==> config.mk <==
export PLATFORM = sky130hd
export DESIGN_NAME = spf_fifo
export DESIGN_NICKNAME = d
export VERILOG_FILES = /design/src/rtl/spf_pkg.sv /design/src/rtl/spf_depth_sel.sv /design/src/rtl/spf_store.sv /design/src/rtl/spf_ctrl.sv /design/src/rtl/spf_fifo.sv
export SDC_FILE = /design/constraint.sdc
export NUM_CORES = 1
export LEC_CHECK = 0
export CAP_MARGIN = 30
export CORE_MARGIN = 2
export CORE_UTILIZATION = 50
export CTS_CLUSTER_DIAMETER = 60
export CTS_CLUSTER_SIZE = 12
export DETAILED_ROUTE_END_ITERATION = 8
export PLACE_DENSITY = 0.66
export SLEW_MARGIN = 20
export SYNTH_ARGS = -nofsm -noshare
export SYNTH_HDL_FRONTEND = slang
export SYNTH_SLANG_ARGS = --single-unit
export TNS_END_PERCENT = 100
==> constraint.sdc <==
create_clock -name clk -period 17.3 [get_ports clk]
set_input_delay 1.73 -clock clk [delete_from_list [all_inputs] [get_ports clk]]
set_output_delay 1.73 -clock clk [all_outputs]
set_load 0.005 [all_outputs]
==> src/rtl/spf_pkg.sv <==
package spf_pkg;
  typedef struct packed {
    logic empty;
    logic full;
    logic full_next;
  } spf_flags_t;
endpackage

==> src/rtl/spf_depth_sel.sv <==
module spf_depth_sel #(
  parameter int SLOTS       = 32,
  parameter int FS_W        = 6,
  parameter int SMALL_DEPTH = 4,
  parameter int MID_DEPTH   = 16,
  parameter int WIDE_DEPTH  = 8,
  parameter int NARROW_MAX  = 8,
  parameter int MID_MAX     = 16,
  localparam int CNT_W      = $clog2(SLOTS + 1)
) (
  input  logic             clk,
  input  logic             rst,
  input  logic             big_en,
  input  logic [FS_W-1:0]  frame_sz,
  output logic [CNT_W-1:0] depth
);
  always_comb begin
    if (!big_en)                        depth = CNT_W'(SMALL_DEPTH);
    else if (frame_sz <= FS_W'(NARROW_MAX)) depth = CNT_W'(SLOTS);
    else if (frame_sz <= FS_W'(MID_MAX))    depth = CNT_W'(MID_DEPTH);
    else                                depth = CNT_W'(WIDE_DEPTH);
  end

  // depth is always one of the legal values and tracks the enable
  assert_depth_legal_R2: assert property (@(posedge clk) disable iff (rst)
    big_en |-> (depth == CNT_W'(SLOTS) || depth == CNT_W'(MID_DEPTH) ||
                depth == CNT_W'(WIDE_DEPTH)));
  assert_depth_small_R1: assert property (@(posedge clk) disable iff (rst)
    !big_en |-> depth == CNT_W'(SMALL_DEPTH));
endmodule

==> src/rtl/spf_store.sv <==
module spf_store #(
  parameter int WORD_W = 32,
  parameter int SLOTS  = 32,
  localparam int PTR_W = $clog2(SLOTS)
) (
  input  logic              clk,
  input  logic              rst,
  input  logic              wr_en,
  input  logic [PTR_W-1:0]  wr_addr,
  input  logic [WORD_W-1:0] wr_data,
  input  logic              rd_en,
  input  logic [PTR_W-1:0]  rd_addr,
  output logic [WORD_W-1:0] rd_data
);
  logic [WORD_W-1:0] mem [SLOTS];

  always_ff @(posedge clk) begin
    if (wr_en) mem[wr_addr] <= wr_data;
  end

  always_ff @(posedge clk) begin
    if (rst)        rd_data <= '0;
    else if (rd_en) rd_data <= mem[rd_addr];
  end
endmodule

==> src/rtl/spf_ctrl.sv <==
module spf_ctrl
  import spf_pkg::*;
#(
  parameter int SLOTS  = 32,
  localparam int PTR_W = $clog2(SLOTS),
  localparam int CNT_W = $clog2(SLOTS + 1)
) (
  input  logic             clk,
  input  logic             rst,
  input  logic             clr,
  input  logic             push,
  input  logic             pop,
  input  logic             rx_mode,
  input  logic [CNT_W-1:0] depth,
  output logic             wr_en,
  output logic [PTR_W-1:0] wr_addr,
  output logic             rd_en,
  output logic [PTR_W-1:0] rd_addr,
  output spf_flags_t       flags,
  output logic             overflow
);
  logic [CNT_W-1:0] count;
  logic [PTR_W-1:0] wr_ptr, rd_ptr;
  logic             at_depth, drop;

  assign at_depth = (count >= depth);
  assign wr_en    = push && !at_depth && !clr;
  assign rd_en    = pop && (count != '0) && !clr;
  assign drop     = push && at_depth && !clr;
  assign wr_addr  = wr_ptr;
  assign rd_addr  = rd_ptr;

  function automatic logic [PTR_W-1:0] step_ptr(input logic [PTR_W-1:0] p,
                                                input logic [CNT_W-1:0] d);
    if ({1'b0, p} >= d - CNT_W'(1)) return '0;
    return p + PTR_W'(1);
  endfunction

  always_ff @(posedge clk) begin
    if (rst || clr) begin
      count    <= '0;
      wr_ptr   <= '0;
      rd_ptr   <= '0;
      overflow <= 1'b0;
    end else begin
      if (wr_en) wr_ptr <= step_ptr(wr_ptr, depth);
      if (rd_en) rd_ptr <= step_ptr(rd_ptr, depth);
      case ({wr_en, rd_en})
        2'b10:   count <= count + CNT_W'(1);
        2'b01:   count <= count - CNT_W'(1);
        default: count <= count;
      endcase
      if (drop && rx_mode) overflow <= 1'b1;
      else if (pop)        overflow <= 1'b0;
    end
  end

  always_comb begin
    flags.empty     = (count == '0);
    flags.full      = at_depth;
    flags.full_next = (count == depth - CNT_W'(1));
  end

  // occupancy never exceeds the effective depth
  assert_count_bound_R6: assert property (@(posedge clk) disable iff (rst)
    count <= depth);
  // full and empty are exclusive
  assert_full_excl_empty_R7: assert property (@(posedge clk) disable iff (rst)
    !(flags.full && flags.empty));
  // a dropped push without a pop leaves the occupancy unchanged
  assert_drop_keeps_count_R3: assert property (@(posedge clk) disable iff (rst)
    (drop && !pop) |=> $stable(count));
  // overflow rises only after a dropped receive push
  assert_ovf_cause_R4: assert property (@(posedge clk) disable iff (rst)
    $rose(overflow) |-> $past(drop && rx_mode));
  // clear empties the FIFO and drops overflow
  assert_clear_empties_R8: assert property (@(posedge clk) disable iff (rst)
    clr |=> (flags.empty && !overflow));
endmodule

==> src/rtl/spf_fifo.sv <==
module spf_fifo
  import spf_pkg::*;
#(
  parameter int WORD_W      = 32,
  parameter int SLOTS       = 32,
  parameter int FS_W        = 6,
  parameter int SMALL_DEPTH = 4,
  parameter int MID_DEPTH   = 16,
  parameter int WIDE_DEPTH  = 8,
  parameter int NARROW_MAX  = 8,
  parameter int MID_MAX     = 16
) (
  input  logic              clk,
  input  logic              rst,
  input  logic              clr,
  input  logic              big_en,
  input  logic [FS_W-1:0]   frame_sz,
  input  logic              rx_mode,
  input  logic              push,
  input  logic [WORD_W-1:0] push_data,
  input  logic              pop,
  output logic [WORD_W-1:0] pop_data,
  output logic              empty,
  output logic              full,
  output logic              full_next,
  output logic              overflow
);
  localparam int PTR_W = $clog2(SLOTS);
  localparam int CNT_W = $clog2(SLOTS + 1);

  logic [CNT_W-1:0] depth;
  logic             wr_en, rd_en;
  logic [PTR_W-1:0] wr_addr, rd_addr;
  spf_flags_t       flags;

  spf_depth_sel #(
    .SLOTS(SLOTS), .FS_W(FS_W), .SMALL_DEPTH(SMALL_DEPTH),
    .MID_DEPTH(MID_DEPTH), .WIDE_DEPTH(WIDE_DEPTH),
    .NARROW_MAX(NARROW_MAX), .MID_MAX(MID_MAX)
  ) u_depth (
    .clk(clk), .rst(rst), .big_en(big_en), .frame_sz(frame_sz), .depth(depth)
  );

  spf_ctrl #(.SLOTS(SLOTS)) u_ctrl (
    .clk(clk), .rst(rst), .clr(clr), .push(push), .pop(pop),
    .rx_mode(rx_mode), .depth(depth), .wr_en(wr_en), .wr_addr(wr_addr),
    .rd_en(rd_en), .rd_addr(rd_addr), .flags(flags), .overflow(overflow)
  );

  spf_store #(.WORD_W(WORD_W), .SLOTS(SLOTS)) u_store (
    .clk(clk), .rst(rst), .wr_en(wr_en), .wr_addr(wr_addr),
    .wr_data(push_data), .rd_en(rd_en), .rd_addr(rd_addr), .rd_data(pop_data)
  );

  assign empty     = flags.empty;
  assign full      = flags.full;
  assign full_next = flags.full_next;
endmodule

# --- Yosys cells after proc, flatten, opt, wreduce, memory -nomap -nowiden ---
# Memories as Yosys holds them, arrays and structs flattened. A register that Yosys moved wholly into a read port is not among the register bits.
# Index checks and enable logic that the tools add are counted.
word_totals:
  out_inout_bits: 36
  mem_bits_rw: 1024
  memories: 1
  wordCells: 50
  in_bits: 45
  reg_bits: 17
classes:
  magnitude_cmp: 5
  n_eq_ne: 3
  n_addsub: 5
  reduce_logical: 14
  mux: 18
mem_list:
  columns: ["name", "depth", "word_bits", "rd", "rd_clocked_by_memory_dff", "write_ports", "line", "source"]
  rows:
  - ["u_store.mem", 32, 32, 1, 1, 1, "spf_store.sv:15", "logic [WORD_W-1:0] mem [SLOTS];"]
op_table:
  columns: ["cell", "count"]
  rows:
  - ["two-way mux 5 bit", 5]
  - ["greater-or-equal comparator 5 x 6 -> 1 bit", 2]
  - ["two-way mux 6 bit", 2]
  - ["one-hot mux 6 bit (2 select lines)", 1]
  - ["subtractor 6 x 1 -> 6 bit, second input constant", 2]
  - ["adder 5 x 1 -> 5 bit, second input constant", 2]
  - ["two-way mux 1 bit", 10]
  - ["logical AND 1 bit", 7]
  - ["adder 6 x 1 -> 6 bit, second input constant", 1]
  - ["equality test 6 bit", 1]
  - ["greater-or-equal comparator 6 bit", 1]
  - ["less-or-equal comparator 6 x 4 -> 1 bit, second input constant", 1]
  - ["less-or-equal comparator 6 x 5 -> 1 bit, second input constant", 1]
  - ["logical NOT 6 bit", 1]
  - ["nonzero test 6 bit", 1]
  - ["nonzero test 2 bit", 2]
  - ["equality test 2 x 1 -> 1 bit, second input constant", 1]
  - ["equality test 2 bit, second input constant", 1]
  - ["logical NOT 1 bit", 2]
  - ["logical OR 1 bit", 1]

# --- Depth between registers and ports, before layout ---
# Gate-level depths: netlist of the first run.
logic_depth:
  depth_word: 11
  mapped_depth: 19
  ltp_nobuf: 17

# --- By module ---
# A second synthesis of the first run with hierarchy kept.
unflattened:
  cells_unflattened: 2432
  hier_area_um2: 42389.4
by_module_without_submodules:
  columns: ["mod", "area_each_um2", "cells_each", "n_inst", "seq_area_each_um2"]
  rows:
  - ["spf_store", 40740.3, 2238, 1, 31390.1]
  - ["spf_ctrl", 1546.5, 181, 1, 340.3]
  - ["spf_depth_sel", 102.6, 13, 1, 0.0]

# --- Worst setup path after synthesis of the first run ---
# OpenSTA, ideal clock, no wires.
synth_timing:
  path_kind: "input port to flip-flop"
  start: "in frame_sz[3]"
  end: "mem u_store.mem[9][0], enable pin"
  setup_ns: 0.461
  required_ns: 16.839
  cell_stages: 11
  n_path_buf: 1
  path_slack_ns: 10.491
  arrival_time_ns: 6.348
  cell_sequence: "or4_1 a21oi_1 nand2_1 or2_2 ha_1 or4b_1 and4b_1 or2_1 buf_6 nand2_1 nor3_1"
synth_via:
  elab_chain_len: 10
  elab_cells_between_ends: 11
  classes_between: "order compare (3); mux (5); reduce/logical (3)"
synth_rtl:
  columns: ["item", "line", "source"]
  rows:
  - ["start: declaration", "spf_fifo.sv:17", "input logic [FS_W-1:0] frame_sz,"]
  - ["less-or-equal comparator 6 x 5 -> 1 bit", "spf_depth_sel.sv:20", "else if (frame_sz <= FS_W'(MID_MAX)) depth = CNT_W'(MID_DEPTH);"]
  - ["two-way mux 5 bit", "spf_depth_sel.sv:20", null]
  - ["two-way mux 6 bit *", "spf_depth_sel.sv:19", "else if (frame_sz <= FS_W'(NARROW_MAX)) depth = CNT_W'(SLOTS);"]
  - ["two-way mux 6 bit *", "spf_depth_sel.sv:18", "if (!big_en) depth = CNT_W'(SMALL_DEPTH);"]
  - ["greater-or-equal comparator 6 bit *", "spf_ctrl.sv:26", "assign at_depth = (count >= depth);"]
  - ["logical NOT 1 bit *", "spf_ctrl.sv:27", "assign wr_en = push && !at_depth && !clr;"]
  - ["logical AND 1 bit * (2 in a row)", "spf_ctrl.sv:27", null]
  - ["two-way mux 1 bit *", "spf_store.sv:18", "if (wr_en) mem[wr_addr] <= wr_data;"]
  - ["two-way mux 1 bit (not written as such) *", "spf_store.sv:18", null]
  - ["end: declaration", "spf_store.sv:15", null]
# Every way passes the cells marked *; elsewhere a longest branch is shown, timed or not.

# --- Final worst setup path of the first run ---
layout_timing:
  start: "in frame_sz[3]"
  end: "reg u_ctrl.count[5]"
layout_via:
  elab_chain_len: 10
  elab_cells_between_ends: 13
  classes_between: "order compare (3); eq/ne (2); mux (4); reduce/logical (4)"
layout_rtl:
  columns: ["item", "line", "source"]
  rows:
  - ["less-or-equal comparator 6 x 5 -> 1 bit", "spf_depth_sel.sv:20", null]
  - ["two-way mux 5 bit", "spf_depth_sel.sv:20", null]
  - ["two-way mux 6 bit *", "spf_depth_sel.sv:19", null]
  - ["two-way mux 6 bit *", "spf_depth_sel.sv:18", null]
  - ["greater-or-equal comparator 6 bit *", "spf_ctrl.sv:26", null]
  - ["logical NOT 1 bit *", "spf_ctrl.sv:27", null]
  - ["logical AND 1 bit * (2 in a row)", "spf_ctrl.sv:27", null]
  - ["equality test 2 x 1 -> 1 bit / equality test 2 bit (equally long branches)", "spf_ctrl.sv:48", "case ({wr_en, rd_en})"]
  - ["one-hot mux 6 bit (2 select lines) / nonzero test 2 bit (equally long branches)", null, null]
  - ["end signal: assignment", "spf_ctrl.sv:49", "2'b10: count <= count + CNT_W'(1);"]
  - ["end signal: assignment", "spf_ctrl.sv:50", "2'b01: count <= count - CNT_W'(1);"]
  - ["end signal: assignment", "spf_ctrl.sv:51", "default: count <= count;"]
  - ["end: declaration", "spf_ctrl.sv:22", "logic [CNT_W-1:0] count;"]
# Marked as above.
# A chain may end at the register's enable or synchronous reset.

==> results of run 1 <==
flip-flops by register name, indices dropped and copies added, names as in the netlist:
name,cells
u_ctrl.rd_addr,5
u_ctrl.wr_addr,5
u_store.rd_data,32
u_store.mem,1024
u_ctrl.count,6
u_ctrl.overflow,1
report_power, final:
part	switching, uW	internal [uW]	leakage (uW)
combinational	84.3	23.0	0.00296
clock	902	1100	0.00137
sequential	2.58	2850	0.00961
per-stage QoR:
stage	hold WS (ns)	setup WS, ns	area [um2]	total power [uW]	util (%)
floorplan	0.449	10.49	41200	2930	-
CTS	0.480	11.02	46300	4980	56.6
global route	0.498	10.79	46600	5090	56.9
finish	0.473	10.97	46600	4960	56.9
global placement	0.469	10.40	43200	3010	52.8
detailed placement	0.466	10.34	43500	3010	53.1
final cells by class:
type	count	area [um2]	share of cell area [%]
tap	1070	1340	2.87
timing repair buffer	132	1420	3.05
inverter	12	45.0	0.0967
clock inverter	7	77.6	0.167
sequential	1073	31700	68.2
clock buffer	164	2800	6.00
multi-input combinational	892	9150	19.6
antenna	2	5.00	0.0107
routing by layer:
layer	vias to the layer above	wire length (um)	GRT usage, %
li1	8829	-	-
met1	11000	43000	37.2
met2	1040	45300	34.4
met3	122	10500	4.25
met4	0	3160	8.16
met5	-	0	0
critical path, stage by stage:
cell	delay (ns)
clkdlybuf4s50_1	0.42
or4_1	0.52
a21oi_1	0.19
nand2_1	0.16
or2_2	0.34
ha_1	0.20
or4b_1	0.54
and4b_1	0.26
or2_1	0.37
inv_2	0.25
ha_1	0.37
ha_1	0.25
or4b_2	0.64
a311o_1	0.29
o211ai_1	0.11
xnor2_1	0.14
nor2_1	0.05
cell families (layout without fill, tap and decap cells):
group	count (synthesis)	in the layout	share of synthesized area, %
buf+inv	129	315	1.29
compound gates	229	229	4.05
mux	354	354	13.5
flops	1073	1073	77.1
other cells	0	2	0
simple gates	277	277	3.14
xor+xnor	9	9	0.192
fa+ha+maj	23	23	0.718
worst paths after layout:
check / start / to / slack [ns] / cells past startpoint
worst max-delay path: frame_sz[3] / u_ctrl.count[5] / 10.97 / 17
worst min-delay path: u_store.rd_data[30] / u_store.rd_data[30] / 0.47 / 1
worst max register to register: u_ctrl.count[4] / u_ctrl.count[5] / 13.26 / 12
worst min register to register: u_store.rd_data[30] / u_store.rd_data[30] / 0.47 / 1
cell usage in the layout (no fill, tap or decap), drive strengths merged, types with 3 or more instances in the layout:
cell / synthesis / final
a21o: 3 / 3
a21oi: 43 / 43
a22oi: 63 / 63
a32o: 31 / 31
and2: 3 / 3
buf: 46 / 77
clkbuf: 71 / 164
clkdlybuf4s50: 0 / 55
dfxtp: 49 / 49
edfxtp: 1024 / 1024
ha: 22 / 22
inv: 12 / 16
mux2i: 193 / 193
mux4: 161 / 161
nand2: 82 / 82
nand2b: 6 / 6
nand3: 5 / 5
nand3b: 4 / 4
nor2: 100 / 100
nor2b: 4 / 4
nor3: 16 / 16
nor4: 32 / 32
o21ai: 12 / 12
o221ai: 31 / 31
o22ai: 32 / 32
or2: 5 / 5
or3: 5 / 5
or4: 4 / 4
xnor2: 6 / 6
xor2: 3 / 3
==> summary.txt, run 1 <==
Logic synthesis
  • Post-synth top area cell: edfxtp_1
  • Top cells by count, synth: edfxtp_1, mux2i_1, mux4_2
  • Count of flip-flops with a built-in enable after synthesis: 1024
  • Top cell type's share of synthesized area: 74.7%
  • Synthesized net count: 2162
  • Synthesized netlist cell count: 2094
  • Synthesis warning total: 0
  • Number of distinct library cells after synthesis: 56
  • Synth async-reset ratio: 0%
  • Number of flip-flops and latches in the synthesized netlist: 1073
  • Sequential-to-total area share from yosys stat: 77.1%
  • Top area cells in the synthesized netlist: edfxtp_1, mux4_2, mux2i_1
  • Cell area after synthesis: 41200 um2
  • Most frequently used flop master after synthesis: edfxtp_1
  • Most frequent cell after synthesis: edfxtp_1
  • Avg Synthesized Cell Area: 19.7 um2

Pwr
  • Peak supply drop: 0.0775 mV
  • Pwr dens: 106 nW/um2
  • Leakage: 0.0139 uW

Setup path
  • CP startpoint kind: primary input
  • CP arrival: 6.86 ns
  • Critical path required time: 17.82 ns
  • Classification of the worst setup path: primary input to register
  • Peak fanout along the critical path: 12
  • Kind of capture point of the worst setup path: register

Die
  • Count of pins on the block boundary: 81
  • Initial cell density of the core: 50.3%
  • Core area: 81800 um2
  • Height of the die: 291 um
  • Overall die area: 84600 um2
  • Row count: 105
  • Die width: 291 um

Placement
  • IO Port Bufs: 80
  • Routability cong.: 0.852
  • Half-perimeter wire length after placement: 60.7 mm
  • Placed Instances: 3170

Timing
  • Maximum clock frequency: 0.158 GHz
  • Relative slew slack: 29.2%
  • Final Slew Violations: 0
  • Slew at the pin with the worst max-slew slack: 1.06 ns
  • Final worst clock skew: 0.0245 ns
  • Time the final worst path needs with I/O delays and setup: 6.33 ns
  • Total negative slack: 0 ns
  • Final Cycle Share: 36.6%
  • Count of final setup violators: 0
  • Setup repair after global routing missed its margin: false
  • Final-report hold violation count: 0

Clock tree
  • Number of buffers inserted to repair setup after CTS: 0
  • Max clock buf depth: 3
  • Sink Count: 1073
  • Clock latency of the later-clocked register in the worst-skew pair: 0.66 ns
  • Clock slew at reported path FFs: 0.06 ns
  • Clock tree from TritonCTS: yes
  • Root buf cell: clkbuf_16
  • Resize count post-CTS: 0
  • Hold_buf cts: 0
  • H-Tree Depth: 3
  • Number of clock buffers inserted by TritonCTS: 100

Detailed routing
  • Number of DRC violations after detailed-routing iteration 0: 2674
  • Final wirelength: 102 mm
  • Vias after detailed routing: 21.0k
  • Detail-routed net length per standard cell: 30.4 um
  • Remaining design rule violation count: 0
  • Remaining antenna violation count after routing: 0
  • Number of vias per cell: 6.25
  • First-pass iteration count of the detailed router: 6

Global route
  • Global-route congestion overflow total: 0
  • Maximum number of pins on one net before global-route repair: 126
  • Overall Global Routing Usage: 23.9%
  • Initial antenna violation count: 1
  • Wire length of the first global-routing pass: 145 mm
  • Number of global-route vias before repair: 20.3k

Outcome
  • Result of the run: finished clean

Cells and area
  • Post-route non-filler standard cell count: 3352
  • Number of fill cells: 5977
  • # nets final: 2279
  • Relative area change from synthesis to final layout: 13.2%
  • Layout cell share with drive strength beyond 1: 17.5%

Job
  • # Max-Cap Violations: 0

Min path
  • Type of the tightest min-delay check: register to register
Power figures use the tool's default switching activity.
==> run 2, diff against run 1 <==
==> constraint.sdc (replaced) <==
create_clock -name clk -period 6.55 [get_ports clk]
set_input_delay 0.655 -clock clk [delete_from_list [all_inputs] [get_ports clk]]
set_output_delay 0.655 -clock clk [all_outputs]
set_load 0.005 [all_outputs]
==> summary.txt, run 2 (synthesis results as in run 1) <==
Pwr
  • Peak supply drop: 0.209 mV
  • Pwr dens: 281 nW/um2
  • Leakage: 0.0139 uW
  • Final Power: 13100 uW

Timing
  • Relative slew slack: 33.3%
  • Time the final worst path needs with I/O delays and setup: 5.19 ns
  • Slew at the pin with the worst max-slew slack: 1.00 ns
  • Count of final setup violators: 0
  • Final worst clock skew: 0.0207 ns
  • Setup repair after global routing missed its margin: false
  • Crit path setup slack, layout: 1.36 ns
  • Final-report hold violation count: 0
  • Maximum clock frequency: 0.193 GHz
  • Final Cycle Share: 79.3%
  • Final Slew Violations: 0
  • Total negative slack: 0 ns

Clock tree
  • Number of clock buffers inserted by TritonCTS: 100
  • Clock latency of the later-clocked register in the worst-skew pair: 0.65 ns
  • Resize count post-CTS: 0
  • Root buf cell: clkbuf_16
  • Sink Count: 1073
  • Max clock buf depth: 3
  • Clock tree from TritonCTS: yes
  • Number of buffers inserted to repair setup after CTS: 0
  • Clock slew at reported path FFs: 0.06 ns
  • Hold_buf cts: 0
  • H-Tree Depth: 3

Die
  • Overall die area: 84600 um2
  • Core area: 81800 um2
  • Die width: 291 um
  • Initial cell density of the core: 50.3%
  • Height of the die: 291 um
  • Count of pins on the block boundary: 81
  • Row count: 105

Cells and area
  • Number of flip-flops under the largest register name: 1024
  • Biggest registers after layout: u_store.mem (1024), u_store.rd_data (32), u_ctrl.count (6)
  • Diodes inserted: 0
  • Fraction of the core area covered by cells at the end of the flow: 56.8%
  • Layout cell share with drive strength beyond 1: 17.7%
  • Highest-count cells in the layout ignoring fill and taps: edfxtp_1, mux2i_1, mux4_2
  • Post-route non-filler standard cell count: 3350
  • Relative area change from synthesis to final layout: 12.9%
  • Largest Register: u_store.mem
  • # nets final: 2289
  • Leading cell type in the layout, fill and taps excluded: edfxtp_1

Global route
  • Overall Global Routing Usage: 23.9%
  • Maximum number of pins on one net before global-route repair: 110
  • Number of global-route vias before repair: 20.5k
  • Global-route congestion overflow total: 0
  • Initial antenna violation count: 4
  • Wire length of the first global-routing pass: 145 mm

Placement
  • Placed Instances: 3182
  • Routability cong.: 0.847
  • IO Port Bufs: 80
  • Post-placement setup slack: 0.779 ns
  • Half-perimeter wire length after placement: 59.1 mm

Setup path
  • Classification of the worst setup path: primary input to register
  • Cell count of the worst reg-to-reg path: 12
  • R2R setup slack: 2.57 ns
  • CP startpoint kind: primary input
  • Critical R2R Capture: u_ctrl.count[5]
  • Peak fanout along the critical path: 12
  • Worst reg2reg path startpoint: u_ctrl.count[4]
  • Kind of capture point of the worst setup path: register
  • Critical path required time: 7.08 ns
  • CP arrival: 5.72 ns

Detailed routing
  • Number of vias per cell: 6.26
  • Remaining antenna violation count after routing: 0
  • Number of DRC violations after detailed-routing iteration 0: 3036
  • First-pass iteration count of the detailed router: 6
  • Detail-routed net length per standard cell: 30.0 um
  • Final wirelength: 101 mm
  • Vias after detailed routing: 21.0k
  • Remaining design rule violation count: 0

Min path
  • Worst Hold Launch: u_store.rd_data[18]
  • Type of the tightest min-delay check: register to register
  • End of the worst hold path: u_store.rd_data[18]
  • Worst hold path cell count: 1

Job
  • # Max-Cap Violations: 0

Outcome
  • Result of the run: finished clean
==> run 2: metal layers <==
| metal | global-route usage, % | vias to the layer above | wire (um) |
|---|---|---|---|
| met3 | 4.51 | 133 | 9810 |
| met1 | 37.3 | 11000 | 42900 |
| met5 | 0 | - | 0 |
| met4 | 8.77 | 0 | 3460 |
| met2 | 33.6 | 1030 | 44400 |
| li1 | - | 8829 | - |
==> run 2: power breakdown <==
group | total, uW | internal, uW | switching, uW
sequential | 7530 | 7520 | 5.90
combinational | 282 | 62.4 | 219
clock | 5260 | 2930 | 2320
total | 13100 | 10500 | 2550
==> run 2: critical path: stages <==
cell	delay, ns
clkdlybuf4s50_1	0.41
or4_1	0.53
a21oi_1	0.19
nand2_1	0.15
or2_2	0.33
ha_1	0.20
or4b_1	0.57
and4b_1	0.26
or2_1	0.37
inv_2	0.23
ha_1	0.36
ha_1	0.25
or4b_2	0.63
a311o_1	0.30
o211ai_1	0.10
xnor2_1	0.14
nor2_1	0.06
==> run 2: worst max-delay path by stage <==
stage,from,to,cells after the start
after floorplan,frame_sz[3],u_store.mem[9][0],11
after global placement,frame_sz[3],u_ctrl.count[5],17
after detailed placement,frame_sz[3],u_ctrl.count[5],17
after CTS,frame_sz[3],u_ctrl.count[5],17
after global routing,frame_sz[3],u_ctrl.count[5],16
final,frame_sz[3],u_ctrl.count[5],17
==> run 2: cell type report <==
cell class | instances | area [um2]
Clock buffer | 158 | 2840
Timing Repair Buffer | 142 | 1320
Multi-Input combinational cell | 892 | 9150
Inverter | 12 | 45.0
Fill cell | 5983 | 35400
Tap cell | 1070 | 1340
Sequential cell | 1073 | 31700
Clock inverter | 3 | 20.0
==> run 2: metrics by stage <==
step | area (um2) | hold slack [ns]
floorplan | 41200 | 0.449
global placement | 43400 | 0.468
detailed placement | 43400 | 0.466
CTS | 46300 | 0.480
global route | 46500 | 0.501
finish | 46500 | 0.476
